$ cat config.mk
export PLATFORM = sky130hd
export DESIGN_NAME = eeprom_wp_ctrl
export DESIGN_NICKNAME = d
export VERILOG_FILES = /design/src/rtl/wp_pkg.sv /design/src/rtl/wp_addr_decode.sv /design/src/rtl/wp_cmd_fsm.sv /design/src/rtl/wp_flags.sv /design/src/rtl/eeprom_wp_ctrl.sv
export SDC_FILE = /design/constraint.sdc
export NUM_CORES = 1
export LEC_CHECK = 0
export CORE_UTILIZATION = 45
export DETAILED_ROUTE_END_ITERATION = 8
export GPL_TIMING_DRIVEN = 0
export PLACE_DENSITY = 0.81
export SLEW_MARGIN = 40
export SYNTH_ARGS = -nofsm -noshare
export SYNTH_HDL_FRONTEND = slang
export SYNTH_SLANG_ARGS = --single-unit
$ cat constraint.sdc
create_clock -name clk -period 2.7 [get_ports clk]
set_clock_uncertainty 0.05 [all_clocks]
set_input_delay 0.54 -clock clk [delete_from_list [all_inputs] [get_ports clk]]
set_output_delay 0.54 -clock clk [all_outputs]
set_load 0.03 [all_outputs]
$ cat src/rtl/wp_pkg.sv
package wp_pkg;
    localparam int BYTE_W   = 8;
    localparam int CODE_W   = 4;
    localparam int PIN_W    = 3;
    localparam logic [CODE_W-1:0] WP_DEV_CODE = 4'b0110;

    typedef enum logic [1:0] {
        CMD_NONE,
        CMD_SET_SW,
        CMD_CLR_SW,
        CMD_SET_PERM
    } wp_cmd_e;

    typedef enum logic [2:0] {
        ST_IDLE,
        ST_ADDR,
        ST_WORD,
        ST_DATA,
        ST_ARMED,
        ST_SKIP
    } wp_state_e;

    // Command selected by the A2/A1 pin levels
    function automatic wp_cmd_e cmd_from_pins(input logic [1:0] a21);
        unique case (a21)
            2'b00:   return CMD_SET_SW;
            2'b01:   return CMD_CLR_SW;
            2'b10:   return CMD_SET_PERM;
            default: return CMD_NONE;
        endcase
    endfunction
endpackage

$ cat src/rtl/wp_addr_decode.sv
module wp_addr_decode
    import wp_pkg::*;
#(
    parameter int BW = BYTE_W,
    parameter int PW = PIN_W
) (
    input  logic [BW-1:0] addr_byte,
    input  logic [PW-1:0] pin_lvl,
    input  logic          a0_hv,
    input  logic          perm_wp,
    output logic          claimed,
    output logic          accept,
    output wp_cmd_e       cmd
);
    localparam int CODE_LSB = BW - CODE_W;

    logic    pins_ok;
    logic    blocked;
    wp_cmd_e sel;

    always_comb begin
        claimed = (addr_byte[BW-1:CODE_LSB] == WP_DEV_CODE);
        pins_ok = a0_hv && pin_lvl[0]
                  && (addr_byte[PW:1] == pin_lvl)
                  && !addr_byte[0];
        sel     = cmd_from_pins(pin_lvl[PW-1:1]);
        blocked = perm_wp && ((sel == CMD_SET_SW) || (sel == CMD_SET_PERM));
        accept  = claimed && pins_ok && (sel != CMD_NONE) && !blocked;
        cmd     = accept ? sel : CMD_NONE;
    end
endmodule

$ cat src/rtl/wp_cmd_fsm.sv
module wp_cmd_fsm
    import wp_pkg::*;
(
    input  logic    clk,
    input  logic    rst_n,
    input  logic    i2c_start,
    input  logic    i2c_stop,
    input  logic    byte_valid,
    input  logic    a0_hv,
    input  logic    addr_claimed,
    input  logic    addr_accept,
    input  wp_cmd_e addr_cmd,
    output logic    ack_vld,
    output logic    ack,
    output logic    commit,
    output wp_cmd_e commit_cmd
);
    wp_state_e state, state_nx;
    wp_cmd_e   cmd_q;
    logic      byte_ev;
    logic      resp_vld;
    logic      resp_ack;

    assign byte_ev = byte_valid && !i2c_start && !i2c_stop;

    // state register
    always_ff @(posedge clk or negedge rst_n) begin
        if (!rst_n) begin
            state <= ST_IDLE;
            cmd_q <= CMD_NONE;
        end else begin
            state <= state_nx;
            if (byte_ev && state == ST_ADDR && addr_accept)
                cmd_q <= addr_cmd;
        end
    end

    // next state
    always_comb begin
        state_nx = state;
        if (i2c_start) begin
            state_nx = ST_ADDR;
        end else if (i2c_stop) begin
            state_nx = ST_IDLE;
        end else if (byte_ev) begin
            unique case (state)
                ST_IDLE:  state_nx = ST_IDLE;
                ST_ADDR:  state_nx = addr_accept ? ST_WORD : ST_SKIP;
                ST_WORD:  state_nx = a0_hv ? ST_DATA : ST_SKIP;
                ST_DATA:  state_nx = a0_hv ? ST_ARMED : ST_SKIP;
                ST_ARMED: state_nx = ST_SKIP;
                ST_SKIP:  state_nx = ST_SKIP;
                default:  state_nx = ST_IDLE;
            endcase
        end
    end

    // response decision for the current byte
    always_comb begin
        resp_vld = 1'b0;
        resp_ack = 1'b0;
        if (byte_ev) begin
            unique case (state)
                ST_ADDR: begin
                    resp_vld = addr_claimed;
                    resp_ack = addr_accept;
                end
                ST_WORD, ST_DATA: begin
                    resp_vld = 1'b1;
                    resp_ack = a0_hv;
                end
                ST_ARMED: begin
                    resp_vld = 1'b1;
                    resp_ack = 1'b0;
                end
                default: begin
                    resp_vld = 1'b0;
                    resp_ack = 1'b0;
                end
            endcase
        end
    end

    // outputs
    always_ff @(posedge clk or negedge rst_n) begin
        if (!rst_n) begin
            ack_vld <= 1'b0;
            ack     <= 1'b0;
        end else begin
            ack_vld <= resp_vld;
            ack     <= resp_vld && resp_ack;
        end
    end

    assign commit     = (state == ST_ARMED) && i2c_stop && !i2c_start;
    assign commit_cmd = cmd_q;
endmodule

$ cat src/rtl/wp_flags.sv
module wp_flags
    import wp_pkg::*;
(
    input  logic    clk,
    input  logic    por_n,
    input  logic    sys_rst_n,
    input  logic    commit,
    input  wp_cmd_e commit_cmd,
    output logic    sw_wp,
    output logic    perm_wp
);
    // permanent flag: only power-on reset clears it
    always_ff @(posedge clk or negedge por_n) begin
        if (!por_n)
            perm_wp <= 1'b0;
        else if (commit && commit_cmd == CMD_SET_PERM)
            perm_wp <= 1'b1;
    end

    always_ff @(posedge clk or negedge sys_rst_n) begin
        if (!sys_rst_n)
            sw_wp <= 1'b0;
        else if (commit) begin
            unique case (commit_cmd)
                CMD_SET_SW: sw_wp <= 1'b1;
                CMD_CLR_SW: sw_wp <= 1'b0;
                default:    sw_wp <= sw_wp;
            endcase
        end
    end
endmodule

$ cat src/rtl/eeprom_wp_ctrl.sv
module eeprom_wp_ctrl
    import wp_pkg::*;
(
    input  logic              clk,
    input  logic              por_n,
    input  logic              rst_n,
    input  logic              i2c_start,
    input  logic              i2c_stop,
    input  logic              byte_valid,
    input  logic [BYTE_W-1:0] byte_data,
    input  logic [PIN_W-1:0]  pin_lvl,
    input  logic              a0_hv,
    output logic              ack_vld,
    output logic              ack,
    output logic              sw_wp,
    output logic              perm_wp,
    output logic              wr_inhibit
);
    logic    sys_rst_n;
    logic    claimed;
    logic    accept;
    logic    commit;
    wp_cmd_e dec_cmd;
    wp_cmd_e commit_cmd;

    assign sys_rst_n = rst_n && por_n;

    wp_addr_decode #(.BW(BYTE_W), .PW(PIN_W)) u_dec (
        .addr_byte (byte_data),
        .pin_lvl   (pin_lvl),
        .a0_hv     (a0_hv),
        .perm_wp   (perm_wp),
        .claimed   (claimed),
        .accept    (accept),
        .cmd       (dec_cmd)
    );

    wp_cmd_fsm u_fsm (
        .clk          (clk),
        .rst_n        (sys_rst_n),
        .i2c_start    (i2c_start),
        .i2c_stop     (i2c_stop),
        .byte_valid   (byte_valid),
        .a0_hv        (a0_hv),
        .addr_claimed (claimed),
        .addr_accept  (accept),
        .addr_cmd     (dec_cmd),
        .ack_vld      (ack_vld),
        .ack          (ack),
        .commit       (commit),
        .commit_cmd   (commit_cmd)
    );

    wp_flags u_flags (
        .clk        (clk),
        .por_n      (por_n),
        .sys_rst_n  (sys_rst_n),
        .commit     (commit),
        .commit_cmd (commit_cmd),
        .sw_wp      (sw_wp),
        .perm_wp    (perm_wp)
    );

    assign wr_inhibit = sw_wp || perm_wp;
endmodule

# ---- Yosys cells after proc, flatten, opt, wreduce, memory -nomap -nowiden
# Index checks and enable logic that the tools add are counted.
# W data, S select, Z words.
dict set report op_classes {
  n_reduce_logical 30
  muxes 14
  add_sub_neg 0
  div_mod_pow 0
  multipliers 0
  eq_ne 14
  n_lt_le_gt_ge 0
  shifts 0
  bitwise_logic 0
}
# op n
set ops {}
lappend ops {{$logic_and A1 B1 Y1} 16}
lappend ops {{$mux W3} 5}
lappend ops {{$pmux W3 S4} 1}
lappend ops {{$eq A2 B2 Y1 const B} 4}
lappend ops {{$eq A2 B1 Y1 const B} 3}
lappend ops {{$eq A3 B2 Y1 const B} 2}
lappend ops {{$eq A3 B3 Y1 const B} 2}
lappend ops {{$pmux W1 S2} 3}
lappend ops {{$pmux W2 S3} 1}
lappend ops {{$eq A4 B3 Y1 const B} 1}
lappend ops {{$logic_not A1 Y1} 4}
lappend ops {{$reduce_bool A2 Y1} 2}
lappend ops {{$reduce_or A2 Y1} 2}
lappend ops {{$eq A3 B1 Y1 const B} 1}
lappend ops {{$eq A3 B3 Y1} 1}
lappend ops {{$mux W1} 3}
lappend ops {{$reduce_bool A3 Y1} 1}
lappend ops {{$reduce_or A3 Y1} 1}
lappend ops {{$logic_not A2 Y1} 1}
lappend ops {{$logic_or A1 B1 Y1} 2}
lappend ops {{$mux W2} 1}
lappend ops {{$reduce_and A2 Y1} 1}
dict set report totals {
  n_memories 0
  register_bits 9
  rom_bits 0
  mem_bits_rw 0
  word_cells 64
  latch_bits 0
}

# ---- Longest topological paths before layout
# Gate-level depths: netlist of the first run.
dict set report logic_depth {
  ltp_word 12
  mapped_depth 6
}

# ---- Modules after synthesis
# From an unflattened synthesis of the first run, not the netlist that was laid out.
dict set report hier_totals {
  hier_cells 70
  hier_area_um2 685.7
}
# mod instances cells_per_inst area_each_um2 seq_area_each_um2
set by_module_without_submodules {}
lappend by_module_without_submodules {wp_cmd_fsm 1 42 410.4 175.2}
lappend by_module_without_submodules {wp_addr_decode 1 17 156.4 0.0}
lappend by_module_without_submodules {wp_flags 1 9 106.4 50.0}
lappend by_module_without_submodules {eeprom_wp_ctrl 1 2 12.5 0.0}

# ---- Least setup slack after synthesis of the first run
# No wires, ideal clock.
dict set report synth_path {
  kind {input -> register}
  start {input port pin_lvl[1]}
  end {register u_fsm.cmd_q[1], in the netlist u_fsm.commit_cmd[1]}
  t_required_ns 2.522
  n_path_buf 0
  stages 5
  setup_time_ns 0.128
  t_arrival_ns 1.697
  path_slack_ns 0.826
  path_cell_list {ha_1 and4bb_1 nand4_2 nor3_2 mux2_1}
}
dict set report synth_between {
  elab_chain_len 8
  elab_cells_between_ends 18
  cone_classes {5 x eq/ne; 2 x mux; 11 x reduce/logical}
}
# element line
set synth_lines {}
lappend synth_lines {{start, declared} eeprom_wp_ctrl.sv:11} ;# input logic [PIN_W-1:0] pin_lvl,
lappend synth_lines {{$eq A2 B2 Y1, or another cell as far along} wp_pkg.sv:25} ;# unique case (a21)
lappend synth_lines {{$pmux W2 S3} wp_pkg.sv:25}
lappend synth_lines {{$eq A2 B1 Y1 or $eq A2 B2 Y1 (tied branches)} wp_addr_decode.sv:27} ;# blocked = perm_wp && ((sel == CMD_SET_SW) || (sel == CMD_SET_PERM));
lappend synth_lines {{$logic_or A1 B1 Y1} wp_addr_decode.sv:27}
lappend synth_lines {{$logic_and A1 B1 Y1} wp_addr_decode.sv:27}
lappend synth_lines {{$logic_not A1 Y1} wp_addr_decode.sv:28} ;# accept = claimed && pins_ok && (sel != CMD_NONE) && !blocked;
lappend synth_lines {{$logic_and A1 B1 Y1} wp_addr_decode.sv:28}
lappend synth_lines {{$mux W2 or $logic_and A1 B1 Y1 (tied branches)} {wp_addr_decode.sv:29, wp_cmd_fsm.sv:33}}
lappend synth_lines {{end signal, assigned} wp_cmd_fsm.sv:34} ;# cmd_q <= addr_cmd;
lappend synth_lines {{end, declared} wp_cmd_fsm.sv:19} ;# wp_cmd_e cmd_q;
# Several ways; a longest one is shown, not always the timed one.
# A chain may end at the register's enable or synchronous reset.

# ---- Final worst setup path of the first run
# Same ends and word-level chain as after synthesis.

==> flow_summary.html, run 1 <==
<table>
<tr><th>Metric</th><th>Value</th></tr>
<tr><th colspan="2">Status</th></tr>
<tr><td>Status</td><td>finished, final reports clean</td></tr>
<tr><th colspan="2">Global routing</th></tr>
<tr><td>Maximum number of pins on one net before global-route repair</td><td>10</td></tr>
<tr><td>Via count of the first global-routing pass</td><td>545</td></tr>
<tr><td>Overall Global Routing Usage</td><td>a little over a fifth</td></tr>
<tr><td>Global-route wire length before repair</td><td>~2200 µm</td></tr>
<tr><td>Total gr overflow</td><td>0</td></tr>
<tr><td>Number of antenna violations at the first check in global routing</td><td>0</td></tr>
<tr><th colspan="2">Critical path</th></tr>
<tr><td>Startpoint-to-endpoint class of the critical path</td><td>in -&gt; reg</td></tr>
<tr><td>Required arrival time at the worst endpoint</td><td>between 2 and 3 ns</td></tr>
<tr><td>Startpoint kind of the worst setup timing path</td><td>input pin</td></tr>
<tr><td>RR Startpoint</td><td>u_fsm.state[2]$_DFFE_PN0P_</td></tr>
<tr><td>Endpoint arrival time on the critical path</td><td>around 2.3 ns</td></tr>
<tr><td>FF-to-FF path depth</td><td>4</td></tr>
<tr><td>Crit-path slowest cell</td><td>clkdlybuf4s50_1</td></tr>
<tr><td>Highest fanout seen on the critical path</td><td>3</td></tr>
<tr><td>Stage delay of the slowest cell on the critical path</td><td>about 0.52 ns</td></tr>
<tr><td>Capture instance of the worst register-to-register path</td><td>u_fsm.ack$_DFF_PN0_</td></tr>
<tr><td>Reg-to-reg setup timing slack</td><td>1.12 ns</td></tr>
<tr><td>Number of buffers and inverters on the critical path</td><td>2</td></tr>
<tr><td>Gate family responsible for the most delay along the worst path</td><td>buffers and inverters</td></tr>
<tr><td>Category of the worst setup path capture point</td><td>flip-flop</td></tr>
<tr><td>Critical path, cell by cell</td><td>clkdlybuf4s50_1 &gt; inv_1 &gt; ha_1 &gt; o21ai_2 &gt; nand4_2 &gt; nor3_2 &gt; mux2_1</td></tr>
<tr><th colspan="2">Pwr</th></tr>
<tr><td>Reported net switching power</td><td>around 0.074 mW</td></tr>
<tr><td>Power density relative to cell area</td><td>~340 nW/µm²</td></tr>
<tr><td>Power share of the combinational group</td><td>roughly 20%</td></tr>
<tr><td>Internal power contribution</td><td>approximately 0.23 mW</td></tr>
<tr><td>Static leakage</td><td>a little under 0.4 nW</td></tr>
<tr><td>Net switching fraction of the power</td><td>24.57%</td></tr>
<tr><td>Share of power burned in the clock network</td><td>34.3%</td></tr>
<tr><td>Maximum ir drop on the vdd rail</td><td>0.0001934 V</td></tr>
<tr><td>Reg power frac</td><td>around 46%</td></tr>
<tr><th colspan="2">CTS</th></tr>
<tr><td>Total number of clock tree sinks</td><td>9</td></tr>
<tr><td>CTS Root Buffer Type</td><td>clkbuf_4</td></tr>
<tr><td>CTS Buf Count</td><td>3</td></tr>
<tr><td>Post-cts sizing count</td><td>0</td></tr>
<tr><td>Clock tree from TritonCTS</td><td>done</td></tr>
<tr><td>Number of levels the H-tree was split into</td><td>1</td></tr>
<tr><td>Clock Latency Late Sink</td><td>0.26 ns</td></tr>
<tr><td>Clock-pin slew on the worst setup and hold paths</td><td>roughly 0.060 ns</td></tr>
<tr><td>Number of buffers on the longest clock path</td><td>2</td></tr>
<tr><td>Post-CTS Repair Setup Buffers</td><td>0</td></tr>
<tr><td>Hold-fix buffer count after cts</td><td>0</td></tr>
<tr><th colspan="2">Timing</th></tr>
<tr><td>Max Clk Rate</td><td>0.4556 GHz</td></tr>
<tr><td>Setup slack after layout</td><td>0.5053 ns</td></tr>
<tr><td>Max-slew violations</td><td>0</td></tr>
<tr><td>Total negative slack</td><td>0 ns</td></tr>
<tr><td>Transition time at the pin with the least slew margin</td><td>0.3800 ns</td></tr>
<tr><td>Number of endpoints failing setup at the final stage</td><td>0</td></tr>
<tr><td>Unrepaired setup endpoints after global routing</td><td>false</td></tr>
<tr><td>Final hold violation count</td><td>0</td></tr>
<tr><td>Final cycle utilization of the critical path</td><td>81.29%</td></tr>
<tr><td>Max-slew headroom at the worst pin</td><td>between 70% and 80%</td></tr>
<tr><td>Final period demand of the worst path</td><td>~2.2 ns</td></tr>
<tr><th colspan="2">Logic synthesis</th></tr>
<tr><td>Number of unique standard cell types used by synthesis</td><td>32</td></tr>
<tr><td>Mean post-synth cell area</td><td>about 9.3 µm²</td></tr>
<tr><td>Most used flip-flop cell after synthesis</td><td>dfrtp_1</td></tr>
<tr><td>EDFF count, synth</td><td>0</td></tr>
<tr><td>Adder-cell share of the synthesized area</td><td>10.08%</td></tr>
<tr><td>Post-synthesis async set-or-reset flop share</td><td>100.0%</td></tr>
<tr><td>Fraction of synthesized area in multiplexers</td><td>approximately 5%</td></tr>
<tr><td>Fraction of the mapped netlist area in compound gates</td><td>approximately 15%</td></tr>
<tr><td>Sequential area share after synthesis</td><td>36.29%</td></tr>
<tr><td>Number of register bits inferred by synthesis</td><td>9</td></tr>
<tr><td>Number of nets in the synthesized netlist</td><td>90</td></tr>
<tr><td>Area fraction in and, or, nand and nor cells after synthesis</td><td>roughly 26%</td></tr>
<tr><td>Yosys synthesis warning count</td><td>0</td></tr>
<tr><td>Synth Cell Area</td><td>about 620 µm²</td></tr>
<tr><td>Combinational family with the most area after synthesis</td><td>simple AND/OR/NAND/NOR gates</td></tr>
<tr><td>Number of instances in the synthesized netlist</td><td>67</td></tr>
<tr><td>XOR/XNOR share of the synthesized area</td><td>2.823%</td></tr>
<tr><th colspan="2">Drt</th></tr>
<tr><td>Pre-antenna DRT Iters</td><td>5</td></tr>
<tr><td>Routed via count divided by cell count</td><td>~5.5</td></tr>
<tr><td>Starting DRC count in detailed routing</td><td>11</td></tr>
<tr><td>Number of vias in the routed layout</td><td>591</td></tr>
<tr><td>Number of nets with antenna violations after routing</td><td>0</td></tr>
<tr><td>Routed Wire Length</td><td>1312 µm</td></tr>
<tr><td>DRC viols</td><td>0</td></tr>
<tr><td>Routed length per placed instance</td><td>around 12 µm</td></tr>
<tr><th colspan="2">Final layout</th></tr>
<tr><td>Fraction of layout cells with a size suffix above 1</td><td>roughly 11%</td></tr>
<tr><td>Number of inserted diodes</td><td>0</td></tr>
<tr><td>Number of nets in the finished design</td><td>117</td></tr>
<tr><td>Final core utilization</td><td>about 69%</td></tr>
<tr><td>Non-Filler Instances</td><td>~110</td></tr>
<tr><td>Cell area after layout</td><td>about 890 µm²</td></tr>
<tr><td>Fillers</td><td>116</td></tr>
<tr><td>Area Overhead vs Synth</td><td>42.74%</td></tr>
<tr><th colspan="2">Placed design</th></tr>
<tr><td>Cell area reported after detailed placement</td><td>859.6 µm²</td></tr>
<tr><td>Count of input and output buffers</td><td>22</td></tr>
<tr><td>Final HPWL DP</td><td>about 1000 µm</td></tr>
<tr><td>Placed Cells</td><td>around 100</td></tr>
<tr><td>Post-Place Worst Slack</td><td>about 0.22 ns</td></tr>
<tr><td>Routability congestion estimate</td><td>between 0.8 and 0.9</td></tr>
<tr><th colspan="2">Floorplanning</th></tr>
<tr><td>Row count</td><td>13</td></tr>
<tr><td>Die H</td><td>just under 40 µm</td></tr>
<tr><td>Die footprint</td><td>1532 µm²</td></tr>
<tr><td>Floorplan die width</td><td>39.14 µm</td></tr>
<tr><td>Starting density of the core</td><td>about half</td></tr>
<tr><td>I/O pins</td><td>23</td></tr>
<tr><td>Core area</td><td>roughly 1300 µm²</td></tr>
<tr><th colspan="2">Min path</th></tr>
<tr><td>Path type of the worst min-delay path</td><td>in -&gt; async</td></tr>
<tr><th colspan="2">Run</th></tr>
<tr><td>Reported max-cap violation count</td><td>0</td></tr>
</table>
## cell usage after synthesis (all sizes together), types with 2 or more instances
cell | number | area [µm²]
nand3 | 2 | 10.01
nor2 | 5 | 18.77
xnor2 | 2 | 17.52
and4bb | 2 | 25.02
or2 | 2 | 12.52
buf | 2 | 10.01
o21ai | 3 | 18.77
inv | 6 | 22.52
ha | 5 | 62.56
dfrtp | 9 | 225.2
mux2i | 2 | 20.02
nand2 | 5 | 18.77
a21oi | 5 | 25.02
nor3 | 2 | 15.01
nand4 | 2 | 18.77
## metrics by stage
stage               power, mW  hold WS, ns
floorplan              0.1667       0.1944
global placement       0.1999       0.4525
detailed placement     0.2018       0.4623
CTS                    0.3074       0.3668
global route           0.3182       0.3690
finish                 0.3032       0.3718
## worst max-delay path by stage
stage | startpoint | to | slack (ns) | cells after the start
finish | pin_lvl[1] | u_fsm.commit_cmd[1]$_DFFE_PN0P_ | 0.51 | 7
global route | pin_lvl[1] | u_fsm.commit_cmd[1]$_DFFE_PN0P_ | 0.39 | 7
CTS | pin_lvl[1] | u_fsm.commit_cmd[1]$_DFFE_PN0P_ | 0.50 | 7
detailed placement | pin_lvl[2] | u_fsm.commit_cmd[1]$_DFFE_PN0P_ | 0.22 | 6
global placement | pin_lvl[1] | u_fsm.commit_cmd[1]$_DFFE_PN0P_ | 0.25 | 7
floorplan | pin_lvl[1] | u_fsm.commit_cmd[1]$_DFFE_PN0P_ | 0.83 | 5
## flip-flops by register name, summed over array words and instances, names as in the netlist
signal / flops
u_fsm.commit_cmd: 2
u_fsm.ack_vld: 1
u_flags.perm_wp: 1
u_fsm.state: 3
u_flags.sw_wp: 1
u_fsm.ack: 1
## placed cells by master, fill, tap and decap left out, drive strengths merged
master,count
nand4,2
a2bb2oi,1
nor4,1
a21oi,5
mux2,1
clkdlybuf4s50,22
nor2,5
nor3,2
and4bb,2
or4,1
inv,6
a21o,1
or2,2
mux2i,2
nor2b,1
dfrtp,9
a211oi,1
nand2,5
xnor2,2
o32ai,1
o22ai,1
nor3b,1
nand3,2
a31o,1
or2b,1
o21ai,3
and2,1
clkbuf,4
buf,2
ha,5
## cell families (layout without fill, tap and decap cells)
family / after synthesis / in the layout
buffers and inverters: 8 / 34
muxes: 3 / 3
DFF: 9 / 9
xor gates and xnor gates: 2 / 2
adders and majority gates: 5 / 5
and+or+nand+nor: 26 / 26
AOI/OAI and AO/OA: 14 / 14
## metal layers
metal	track usage (%)	up-vias	routed length [µm]
li1	-	290	-
met5	0	-	0
met2	35.42	27	678
met3	3.468	2	79
met1	27.02	272	541
met4	10.34	0	12
## worst register-to-register path, cell delays in order, from the launching register on
cell,delay [ns]
dfrtp_1,0.36
buf_2,0.17
or2_1,0.26
or4_1,0.53
a21oi_1,0.15
## area by class of cell
cell class | count | area (µm²) | share of cell area, %
multi-input cells | 50 | 362.8 | 40.96
flip-flops and latches | 9 | 225.2 | 25.42
repair buffers | 22 | 220.2 | 24.86
clock buffers | 4 | 26.28 | 2.966
inverters | 6 | 22.52 | 2.542
well taps | 15 | 18.77 | 2.119
plain buffers | 2 | 10.01 | 1.130
## power by group through the flow
stage / Sequential [mW] / Combinational (mW) / Clock (mW)
after floorplan: 0.142 / 0.0251 / 0
after global placement: 0.142 / 0.0581 / 0
after global routing: 0.140 / 0.0658 / 0.113
after CTS: 0.139 / 0.0600 / 0.108
final: 0.139 / 0.0598 / 0.104
after detailed placement: 0.142 / 0.0599 / 0
No activity file was read; power rests on OpenSTA's default activity.
==> inputs of run 2 (changes only) <==
CORE_UTILIZATION = 42   (was 45)
PLACE_DENSITY = 0.76   (was 0.81)
clock period = 2.09 ns   (was 2.7 ns; I/O delays follow)
==> run 2 against run 1 <==
Compared with the run above:
- power rose by 30%
- final cell count unchanged
- non-clock buffer count unchanged
- combinational power grew 31%
- design area grew 2.1%
- register-to-register slack worse by 0.63 ns
- sequential power is 29% higher
- critical path depth fell by 5
- setup slack worse by 0.44 ns
==> flow_summary.html, run 2 (synthesized netlist as in run 1, its figures left out) <==
<table>
<tr><th>Metric</th><th>Value</th></tr>
<tr><th colspan="2">CTS</th></tr>
<tr><td>Clock-pin slew on the worst setup and hold paths</td><td>0.06 ns</td></tr>
<tr><td>Number of levels the H-tree was split into</td><td>1</td></tr>
<tr><td>CTS Root Buffer Type</td><td>clkbuf_4</td></tr>
<tr><td>Clock tree from TritonCTS</td><td>done</td></tr>
<tr><td>CTS Buf Count</td><td>3</td></tr>
<tr><td>Post-CTS Repair Setup Buffers</td><td>0</td></tr>
<tr><td>Number of buffers on the longest clock path</td><td>2</td></tr>
<tr><td>Clock Latency Late Sink</td><td>roughly 0.26 ns</td></tr>
<tr><td>Total number of clock tree sinks</td><td>9</td></tr>
<tr><th colspan="2">Timing</th></tr>
<tr><td>Final hold violation count</td><td>0</td></tr>
<tr><td>Final cycle utilization of the critical path</td><td>96.87%</td></tr>
<tr><td>Number of endpoints failing setup at the final stage</td><td>0</td></tr>
<tr><td>Unrepaired setup endpoints after global routing</td><td>false</td></tr>
<tr><td>Max-slew headroom at the worst pin</td><td>approximately 70%</td></tr>
<tr><td>Transition time at the pin with the least slew margin</td><td>0.4193 ns</td></tr>
<tr><td>Max Clk Rate</td><td>roughly 0.49 GHz</td></tr>
<tr><td>Worst slack on hold paths</td><td>between 0.2 and 0.3 ns</td></tr>
<tr><td>Final period demand of the worst path</td><td>slightly above 2 ns</td></tr>
<tr><td>Max-slew violations</td><td>0</td></tr>
<tr><th colspan="2">Placed design</th></tr>
<tr><td>Routability congestion estimate</td><td>around 0.79</td></tr>
<tr><td>Final HPWL DP</td><td>about 1000 µm</td></tr>
<tr><td>Count of input and output buffers</td><td>22</td></tr>
<tr><th colspan="2">Critical path</th></tr>
<tr><td>Endpoint arrival time on the critical path</td><td>around 1.6 ns</td></tr>
<tr><td>Highest fanout seen on the critical path</td><td>4</td></tr>
<tr><td>Required arrival time at the worst endpoint</td><td>1.62 ns</td></tr>
<tr><td>FF-to-FF path depth</td><td>5</td></tr>
<tr><td>Startpoint kind of the worst setup timing path</td><td>flip-flop</td></tr>
<tr><td>Startpoint-to-endpoint class of the critical path</td><td>reg -&gt; out</td></tr>
<tr><td>Category of the worst setup path capture point</td><td>output pin</td></tr>
<tr><th colspan="2">Floorplanning</th></tr>
<tr><td>Die H</td><td>40.44 µm</td></tr>
<tr><td>Row count</td><td>13</td></tr>
<tr><td>I/O pins</td><td>23</td></tr>
<tr><td>Starting density of the core</td><td>46.53%</td></tr>
<tr><td>Floorplan die width</td><td>just over 40 µm</td></tr>
<tr><td>Core area</td><td>between 1000 and 1500 µm²</td></tr>
<tr><td>Die footprint</td><td>around 1600 µm²</td></tr>
<tr><th colspan="2">Global routing</th></tr>
<tr><td>Via count of the first global-routing pass</td><td>slightly below 500</td></tr>
<tr><td>Number of antenna violations at the first check in global routing</td><td>0</td></tr>
<tr><td>Total gr overflow</td><td>0</td></tr>
<tr><td>Maximum number of pins on one net before global-route repair</td><td>10</td></tr>
<tr><td>Global-route wire length before repair</td><td>1966 µm</td></tr>
<tr><td>Overall Global Routing Usage</td><td>a little under a fifth</td></tr>
<tr><th colspan="2">Final layout</th></tr>
<tr><td>Fillers</td><td>118</td></tr>
<tr><td>Number of nets in the finished design</td><td>approximately 120</td></tr>
<tr><td>Max FFs per register</td><td>3</td></tr>
<tr><td>Fraction of layout cells with a size suffix above 1</td><td>12.90%</td></tr>
<tr><td>Final core utilization</td><td>around 68%</td></tr>
<tr><td>Storage element area</td><td>~230 µm²</td></tr>
<tr><td>Multi-input gate area</td><td>~380 µm²</td></tr>
<tr><td>Area Overhead vs Synth</td><td>45.77%</td></tr>
<tr><td>Commonest cells after routing, fill and taps aside</td><td>20 x clkdlybuf4s50_1, 9 x dfrtp_1, 6 x inv_1</td></tr>
<tr><td>Number of inserted diodes</td><td>0</td></tr>
<tr><td>Most common cell after layout, fill and taps aside</td><td>clkdlybuf4s50_1</td></tr>
<tr><td>Register containing the most flip-flops in the final layout</td><td>u_fsm.state</td></tr>
<tr><th colspan="2">Drt</th></tr>
<tr><td>Pre-antenna DRT Iters</td><td>4</td></tr>
<tr><td>DRC viols</td><td>0</td></tr>
<tr><td>Routed Wire Length</td><td>roughly 1300 µm</td></tr>
<tr><td>Starting DRC count in detailed routing</td><td>16</td></tr>
<tr><td>Number of nets with antenna violations after routing</td><td>0</td></tr>
<tr><td>Routed length per placed instance</td><td>approximately 12 µm</td></tr>
<tr><td>Number of vias in the routed layout</td><td>~600</td></tr>
<tr><td>Routed via count divided by cell count</td><td>approximately 5.5</td></tr>
<tr><th colspan="2">Pwr</th></tr>
<tr><td>Static leakage</td><td>0.4363 nW</td></tr>
<tr><td>Maximum ir drop on the vdd rail</td><td>roughly 0.00019 V</td></tr>
<tr><td>Power density relative to cell area</td><td>approximately 440 nW/µm²</td></tr>
<tr><th colspan="2">Status</th></tr>
<tr><td>Status</td><td>finished, final reports clean</td></tr>
<tr><th colspan="2">Run</th></tr>
<tr><td>Reported max-cap violation count</td><td>0</td></tr>
<tr><th colspan="2">Min path</th></tr>
<tr><td>Path type of the worst min-delay path</td><td>in -&gt; async</td></tr>
</table>
## run 2: worst max-delay path: stages (launching register included)
cell and delay [ns]:
dfrtp_1 0.41, or2_2 0.30, clkdlybuf4s50_1 0.59
## run 2: layer usage
| metal | track usage [%] | routed length (µm) | part of all wire [%] |
|---|---|---|---|
| met5 | 0 | 0 | 0 |
| met4 | 10.00 | 26 | 2.0 |
| met3 | 1.667 | 89 | 6.9 |
| met2 | 30.56 | 645 | 50 |
| met1 | 22.77 | 528 | 41 |
## run 2: cell type report
class                   instances  area share, %
multi-input cells              50          41.63
flip-flops and latches          9          24.90
repair buffers                 22          24.90
clock buffers                   4          2.905
inverters                       6          2.490
well taps                      15          2.075
plain buffers                   2          1.107
## run 2: final timing paths
check	from	end	slack, ns
worst max register to register	u_fsm.state[2]$_DFFE_PN0P_	u_fsm.commit_cmd[1]$_DFFE_PN0P_	0.49
worst min register to register	u_fsm.commit_cmd[1]$_DFFE_PN0P_	u_fsm.commit_cmd[1]$_DFFE_PN0P_	0.47
max in group asynchronous	por_n	u_fsm.commit_cmd[1]$_DFFE_PN0P_	1.19
min in group clk	u_fsm.commit_cmd[1]$_DFFE_PN0P_	u_fsm.commit_cmd[1]$_DFFE_PN0P_	0.47
worst min-delay path	por_n	u_flags.perm_wp$_DFFE_PN0P_	0.26
worst max-delay path	u_flags.perm_wp$_DFFE_PN0P_	wr_inhibit	0.07
## run 2: metrics by stage
| stage | setup slack [ns] | instances | total power, mW | setup TNS (ns) | cell area, µm² |
|---|---|---|---|---|---|
| 2_1_floorplan | 0.3377 | 67 | 0.2153 | 0 | 620.6 |
| 3_3_place_gp | -0.2376 | 104 | 0.2584 | -0.4870 | 859.6 |
| 3_5_place_dp | -0.2805 | 104 | 0.2600 | -0.6084 | 859.6 |
| 4_1_cts | 0.005456 | 108 | 0.4002 | 0 | 885.9 |
| 5_1_grt | 0.0002446 | 108 | 0.4141 | 0 | 904.6 |
| 6_report | 0.06534 | 108 | 0.3943 | 0 | 904.6 |
## run 2: timing repair
item | in CTS | in global routing
hold buffers | 0 | 0
endpoints found under the setup margin | 0 | 2
resized for setup | 0 | 5
## run 2: report_power, final
group	switching [mW]	internal (mW)
Sequential	0.00336	0.177
Clock	0.0623	0.0737
Combinational	0.0334	0.0446
Total	0.0991	0.295
